[config.mk]
export PLATFORM = sky130hd
export DESIGN_NAME = sw_flow_ctrl
export DESIGN_NICKNAME = d
export VERILOG_FILES = /design/src/rtl/sfc_pkg.sv /design/src/rtl/sfc_seq_match.sv /design/src/rtl/sfc_datapath.sv /design/src/rtl/sfc_control.sv /design/src/rtl/sw_flow_ctrl.sv
export SDC_FILE = /design/constraint.sdc
export NUM_CORES = 1
export LEC_CHECK = 0
export ABC_CLOCK_PERIOD_IN_PS = 3100
export CORE_UTILIZATION = 41
export DETAILED_ROUTE_END_ITERATION = 7
export PLACE_DENSITY = 0.87
export RECOVER_POWER = 25
export REMOVE_ABC_BUFFERS = 1
export SYNTH_ARGS = -nofsm -noshare
export SYNTH_HDL_FRONTEND = slang
export SYNTH_HIERARCHICAL = 1
export SYNTH_SLANG_ARGS = --single-unit
[constraint.sdc]
create_clock -name clk -period 3.1 [get_ports clk]
set_input_delay 0.62 -clock clk [delete_from_list [all_inputs] [get_ports clk]]
set_output_delay 0.62 -clock clk [all_outputs]
set_load 0.02 [all_outputs]
[src/rtl/sfc_pkg.sv]
package sfc_pkg;
  // strobes from control to datapath
  typedef struct packed {
    logic watchGo;    // go matcher armed only while halted
    logic flush;      // drop partial matches
    logic selGo;      // insertion pattern: 0 stop, 1 go
    logic selSecond;  // insertion character index
  } dpCtrl_t;

  // status from datapath to control
  typedef struct packed {
    logic stopHit;
    logic goHit;
    logic levelHigh;
    logic levelLow;
  } dpStat_t;

  typedef enum logic [1:0] {
    SEND_IDLE  = 2'd0,
    SEND_FIRST = 2'd1,
    SEND_NEXT  = 2'd2
  } sendState_t;
endpackage

[src/rtl/sfc_seq_match.sv]
module sfc_seq_match #(
  parameter int CHAR_W = 8
) (
  input  logic              clk,
  input  logic              rstN,
  input  logic              clear,
  input  logic              enable,
  input  logic              pairMode,
  input  logic              byteValid,
  input  logic [CHAR_W-1:0] byteData,
  input  logic [CHAR_W-1:0] firstChar,
  input  logic [CHAR_W-1:0] secondChar,
  output logic              hit
);
  logic armed;
  logic isFirst;
  logic isSecond;

  assign isFirst  = (byteData == firstChar);
  assign isSecond = (byteData == secondChar);

  always_ff @(posedge clk or negedge rstN) begin
    if (!rstN) begin
      armed <= 1'b0;
    end else if (clear || !enable || !pairMode) begin
      armed <= 1'b0;
    end else if (byteValid) begin
      // a completed pair disarms; otherwise this byte may start a new pair
      armed <= isFirst && !(armed && isSecond);
    end
  end

  assign hit = byteValid && enable && !clear &&
               (pairMode ? (armed && isSecond) : isFirst);
endmodule

[src/rtl/sfc_datapath.sv]
module sfc_datapath
  import sfc_pkg::*;
#(
  parameter int CHAR_W = 8,
  parameter int LVL_W  = 8
) (
  input  logic              clk,
  input  logic              rstN,
  input  logic              pairMode,
  input  logic              rxValid,
  input  logic [CHAR_W-1:0] rxData,
  input  logic [CHAR_W-1:0] stopChar1,
  input  logic [CHAR_W-1:0] stopChar2,
  input  logic [CHAR_W-1:0] goChar1,
  input  logic [CHAR_W-1:0] goChar2,
  input  logic [LVL_W-1:0]  rxLevel,
  input  logic [LVL_W-1:0]  hiMark,
  input  logic [LVL_W-1:0]  loMark,
  input  dpCtrl_t           ctrl,
  output dpStat_t           stat,
  output logic [CHAR_W-1:0] sendChar
);
  localparam int NUM_PAT = 2;  // index 0 stop, 1 go

  logic [CHAR_W-1:0] patFirst  [NUM_PAT];
  logic [CHAR_W-1:0] patSecond [NUM_PAT];
  logic [NUM_PAT-1:0] patEnable;
  logic [NUM_PAT-1:0] patHit;

  assign patFirst[0]  = stopChar1;
  assign patSecond[0] = stopChar2;
  assign patFirst[1]  = goChar1;
  assign patSecond[1] = goChar2;
  assign patEnable    = {ctrl.watchGo, 1'b1};

  for (genvar g = 0; g < NUM_PAT; g++) begin : gMatch
    sfc_seq_match #(.CHAR_W(CHAR_W)) uMatch (
      .clk       (clk),
      .rstN      (rstN),
      .clear     (ctrl.flush),
      .enable    (patEnable[g]),
      .pairMode  (pairMode),
      .byteValid (rxValid),
      .byteData  (rxData),
      .firstChar (patFirst[g]),
      .secondChar(patSecond[g]),
      .hit       (patHit[g])
    );
  end

  always_comb begin
    stat.stopHit   = patHit[0];
    stat.goHit     = patHit[1];
    stat.levelHigh = (rxLevel >= hiMark);
    stat.levelLow  = (rxLevel <= loMark);
  end

  always_comb begin
    if (ctrl.selSecond) sendChar = patSecond[ctrl.selGo];
    else                sendChar = patFirst[ctrl.selGo];
  end
endmodule

[src/rtl/sfc_control.sv]
module sfc_control
  import sfc_pkg::*;
(
  input  logic    clk,
  input  logic    rstN,
  input  logic    flowEn,
  input  logic    pairMode,
  input  logic    irqEn,
  input  logic    txActive,
  input  logic    txCharDone,
  input  logic    sendAck,
  input  dpStat_t stat,
  output dpCtrl_t ctrl,
  output logic    txPause,
  output logic    matchFlag,
  output logic    irq,
  output logic    sendReq
);
  sendState_t state;
  logic       selGo;
  logic       stopSent;
  logic       haltNext;
  logic       atBoundary;

  assign haltNext   = (matchFlag || stat.stopHit) && !stat.goHit;
  assign atBoundary = txPause || !txActive || txCharDone;

  always_ff @(posedge clk or negedge rstN) begin
    if (!rstN) begin
      matchFlag <= 1'b0;
      txPause   <= 1'b0;
    end else if (!flowEn) begin
      matchFlag <= 1'b0;
      txPause   <= 1'b0;
    end else begin
      matchFlag <= haltNext;
      txPause   <= haltNext && atBoundary;
    end
  end

  always_ff @(posedge clk or negedge rstN) begin
    if (!rstN) begin
      state    <= SEND_IDLE;
      selGo    <= 1'b0;
      stopSent <= 1'b0;
    end else if (!flowEn) begin
      state    <= SEND_IDLE;
      selGo    <= 1'b0;
      stopSent <= 1'b0;
    end else begin
      unique case (state)
        SEND_IDLE: begin
          if (!stopSent && stat.levelHigh) begin
            state    <= SEND_FIRST;
            selGo    <= 1'b0;
            stopSent <= 1'b1;
          end else if (stopSent && stat.levelLow) begin
            state    <= SEND_FIRST;
            selGo    <= 1'b1;
            stopSent <= 1'b0;
          end
        end
        SEND_FIRST: if (sendAck) state <= pairMode ? SEND_NEXT : SEND_IDLE;
        SEND_NEXT:  if (sendAck) state <= SEND_IDLE;
        default:    state <= SEND_IDLE;
      endcase
    end
  end

  always_comb begin
    ctrl.watchGo   = matchFlag;
    ctrl.flush     = !flowEn;
    ctrl.selGo     = selGo;
    ctrl.selSecond = (state == SEND_NEXT);
  end

  assign sendReq = (state != SEND_IDLE);
  assign irq     = matchFlag && irqEn;
endmodule

[src/rtl/sw_flow_ctrl.sv]
module sw_flow_ctrl
  import sfc_pkg::*;
#(
  parameter int CHAR_W = 8,
  parameter int LVL_W  = 8
) (
  input  logic              clk,
  input  logic              rstN,
  input  logic              flowEn,
  input  logic              pairMode,
  input  logic              irqEn,
  input  logic              rxValid,
  input  logic [CHAR_W-1:0] rxData,
  input  logic [CHAR_W-1:0] stopChar1,
  input  logic [CHAR_W-1:0] stopChar2,
  input  logic [CHAR_W-1:0] goChar1,
  input  logic [CHAR_W-1:0] goChar2,
  input  logic [LVL_W-1:0]  rxLevel,
  input  logic [LVL_W-1:0]  hiMark,
  input  logic [LVL_W-1:0]  loMark,
  input  logic              txActive,
  input  logic              txCharDone,
  input  logic              sendAck,
  output logic              txPause,
  output logic              matchFlag,
  output logic              irq,
  output logic              sendReq,
  output logic [CHAR_W-1:0] sendChar
);
  dpCtrl_t ctrl;
  dpStat_t stat;

  sfc_datapath #(.CHAR_W(CHAR_W), .LVL_W(LVL_W)) uDp (
    .clk      (clk),
    .rstN     (rstN),
    .pairMode (pairMode),
    .rxValid  (rxValid),
    .rxData   (rxData),
    .stopChar1(stopChar1),
    .stopChar2(stopChar2),
    .goChar1  (goChar1),
    .goChar2  (goChar2),
    .rxLevel  (rxLevel),
    .hiMark   (hiMark),
    .loMark   (loMark),
    .ctrl     (ctrl),
    .stat     (stat),
    .sendChar (sendChar)
  );

  sfc_control uCtl (
    .clk       (clk),
    .rstN      (rstN),
    .flowEn    (flowEn),
    .pairMode  (pairMode),
    .irqEn     (irqEn),
    .txActive  (txActive),
    .txCharDone(txCharDone),
    .sendAck   (sendAck),
    .stat      (stat),
    .ctrl      (ctrl),
    .txPause   (txPause),
    .matchFlag (matchFlag),
    .irq       (irq),
    .sendReq   (sendReq)
  );
endmodule

==> out/results.tsv, run 1 <==
stage	metric	value	unit
outcome	outcome	completed	
power_and_ir_drop	switching_power	0.161	mW
sta	worstMarginPinSlew	0.529	ns
clock_network	post_cts_buffers	0	
power_and_ir_drop	seqPwrFrac	24.6	%
sta	final.setup.tns	0	ns
routing	drt_iter0_markers	46	
layout	nets	329	
floorplan	die_w	60.9	um
clock_network	ctsResizeCount	0	
global_route	gr-usage-all-layers	23.0	%
synthesis	postSynthCellCount	153	
sta	finalCriticalPeriod	2.75	ns
sta	rsz0062_at_grt	no	
synthesis	synthTopCellsByArea	dfrtp_1 (14%), ha_1 (14%), mux4_2 (13%)	
layout	drive_gt1_share	7.98	%
clock_network	cts_tree	yes	
synthesis	synth_top_cell_area_share	14.1	%
synthesis	ys_ff_latch	8	
power_and_ir_drop	p_leak	0.971	nW
worst_setup_path	slowest_stage	clkdlybuf4s50_1	
clock_network	ctsRootBufferMaster	clkbuf_4	
global_route	grt_max_degree	11	
clock_network	path_clk_slew	0.05	ns
floorplan	rows	21	
power_and_ir_drop	p_int	0.333	mW
sta	slew_headroom	64.4	%
layout	antenna-diode-count	0	
power_and_ir_drop	power_frac_clock	15.7	%
synthesis	syn_area	0.00142	sq mm
worst_setup_path	cp_data_required_time	2.48	ns
synthesis	avgSynthCellArea	9.31	sq um
layout	fillerInstances	269	
floorplan	die_area	0.00371	sq mm
routing	routedWlPerCell	14.2	um
sta	max_freq	0.364	GHz
job	max-cap-violations	0	
clock_network	cts.sinks	8	
worst_setup_path	critical_path.endpoint_type	output port	
layout	final_common_cell	clkdlybuf4s50_1	
floorplan	die_y	60.9	um
clock_network	clock_path_buffers	2	
routing	ant_nets	0	
synthesis	yosysUniqueCellTypes	43	
worst_setup_path	crit_type	input port to output port	
clock_network	cts_buffers	3	
routing	drc_errors	0	
power_and_ir_drop	p_comb_share	59.7	%
layout	area_growth	63.0	%
synthesis	synth-warning-count	6	
sta	skew	0.00179	ns
worst_setup_path	cp_max_fo	2	
routing	vias	1461	
floorplan	core	0.00334	sq mm
sta	hold_viol	0	
global_route	antenna_found_initial	0	
worst_setup_path	cp-start-kind	input port	
clock_network	clock_latency	0.25	ns
sta	slew_violations	0	
placed_design	portBuffers	84	
routing	firstDrtPassIters	6	
layout	fin_util	69.6	%
worst_setup_path	crit_arrival	2.13	ns
placed_design	place.gp.congestion	0.736	
sta	timing.final.crit_share	88.7	%
routing	via_per_inst	5.14	
global_route	grt_pass1_wl	6270	um
layout	layout_common_cells	clkdlybuf4s50_1 (83), inv_1 (17), ha_1 (16), xnor2_1 (16), xor2_1 (16)	
hold_path	hp-class	flop to flop	
sta	setup-violations-final	0	
floorplan	start_util	42.7	%
global_route	grt.overflow.total	0	
synthesis	yosysSeqAreaShare	14.1	%
sta	timing.hold.ws	0.551	ns
power_and_ir_drop	ir_worst_vdd	169	uV
clock_network	hold_buffers	0	
worst_setup_path	cpPeakStageDelay	0.55	ns
power_and_ir_drop	netSwitchingFraction	32.6	%
routing	wl	4030	um
worst_setup_path	path_common_cell	clkdlybuf4s50_1	
clock_network	htreeDepth	1	
worst_setup_path	crit_chain	clkdlybuf4s50_1 -> mux4_2 -> clkdlybuf4s50_1	
power_and_ir_drop	power_density	213	mW/mm^2
placed_design	dp.final_hpwl	3520	um
global_route	grt_pass1_vias	1496	
floorplan	pin_count	85	
synthesis	yosys.area.top_type	dfrtp_1	
[critical path, delay by kind of cell]
| family | cells | cell delay, ns |
|---|---|---|
| buf+inv | 2 | 1.00 |
| mux | 1 | 0.51 |
[routing by layer]
layer	up-vias	wire length [um]	GRT usage [%]	part of all wire, %
li1	736	-	-	-
met1	668	1780	29.1	44
met2	51	1960	39.9	49
met3	6	231	4.69	5.7
met4	0	62	5.84	1.5
met5	-	0	0	0
[final timing paths]
path / start / end / slack, ns / cells after the start
max: goChar2[7] / sendChar[7] / 0.35 / 3
min: uCtl/state[1] / uCtl/state[0] / 0.55 / 1
max reg2reg: uCtl/matchFlag / uCtl/txPause / 1.80 / 4
min reg2reg: uCtl/state[1] / uCtl/state[0] / 0.55 / 1
max in group asynchronous: rstN / uCtl/state[1] / 2.12 / 1
min in group asynchronous: rstN / uDp/gMatch[0].uMatch/armed / 0.72 / 1
[metrics by stage]
| step | cell area [sq um] | power [mW] | worst slack, ns | instances |
|---|---|---|---|---|
| 2_1_floorplan | 1400 | 0.256 | 1.04 | 151 |
| 3_3_place_gp | 2300 | 0.411 | 0.397 | 281 |
| 3_5_place_dp | 2300 | 0.417 | 0.355 | 281 |
| 4_1_cts | 2320 | 0.499 | 0.357 | 284 |
| 5_1_grt | 2320 | 0.537 | 0.258 | 284 |
| 6_report | 2320 | 0.495 | 0.350 | 284 |
[cell usage after synthesis, drive strengths merged]
master and count:
nor4bb 2, ha 16, or3b 1, o22ai 1, o211ai 2, and4b 2, nor2 2, o211a 1
inv 17, nor4 4, nor2b 3, a21o 2, nand2b 1, o21a 1, a21oi 6, xor2 16
conb 1, or2 1, a2111oi 2, a41o 1, a211oi 1, nor3b 1, dfrtp 8, mux2i 1
xnor2 16, o32ai 1, and2b 1, buf 3, nand4b 3, mux4 8, nor3 3, and2 2
or4b 1, o21ai 4, nand4 4, a21bo 2, clkbuf 1, nand2 5, nand3 6
[flip-flops by register name, summed over array words and instances (netlist names)]
signal and cells:
uDp/gMatch.uMatch/armed 2, uCtl/matchFlag 1, uCtl/txPause 1, uCtl/stopSent 1
uCtl/selGo 1, uCtl/state 2
[cells by family after synthesis]
group | synth area share (%)
adder cells (fa/ha/maj) | 14.1
other | 0.263
XOR/XNOR | 19.7
AND/OR/NAND/NOR | 19.3
AO/OA/AOI/OAI | 12.6
buffers and inverters | 6.68
multiplexers | 13.4
flip-flops | 14.1
[power by group through the flow]
stage          sequential [mW]  clock (mW)  combinational (mW)
2_1_floorplan            0.121           0               0.135
3_3_place_gp             0.123           0               0.288
6_report                 0.122      0.0777               0.295
4_1_cts                  0.122      0.0814               0.296
5_1_grt                  0.124      0.0908               0.322
3_5_place_dp             0.124           0               0.294
[cell type report]
cell class | count | area, sq um | area share, %
clock buffer | 3 | 22.5 | 0.970
inverter | 17 | 63.8 | 2.75
multi-input combinational | 126 | 1140 | 48.9
sequential | 8 | 200 | 8.63
tap | 46 | 57.6 | 2.48
timing repair buffer | 84 | 841 | 36.2
Note: power is estimated with default switching activity, not from simulation.
==> run 2: changes to the inputs <==
CTS_CLUSTER_DIAMETER = 80   (was not set)
==> results of run 2 <==
Same layout as run 1: the final DEF is identical, and so are final timing and power.
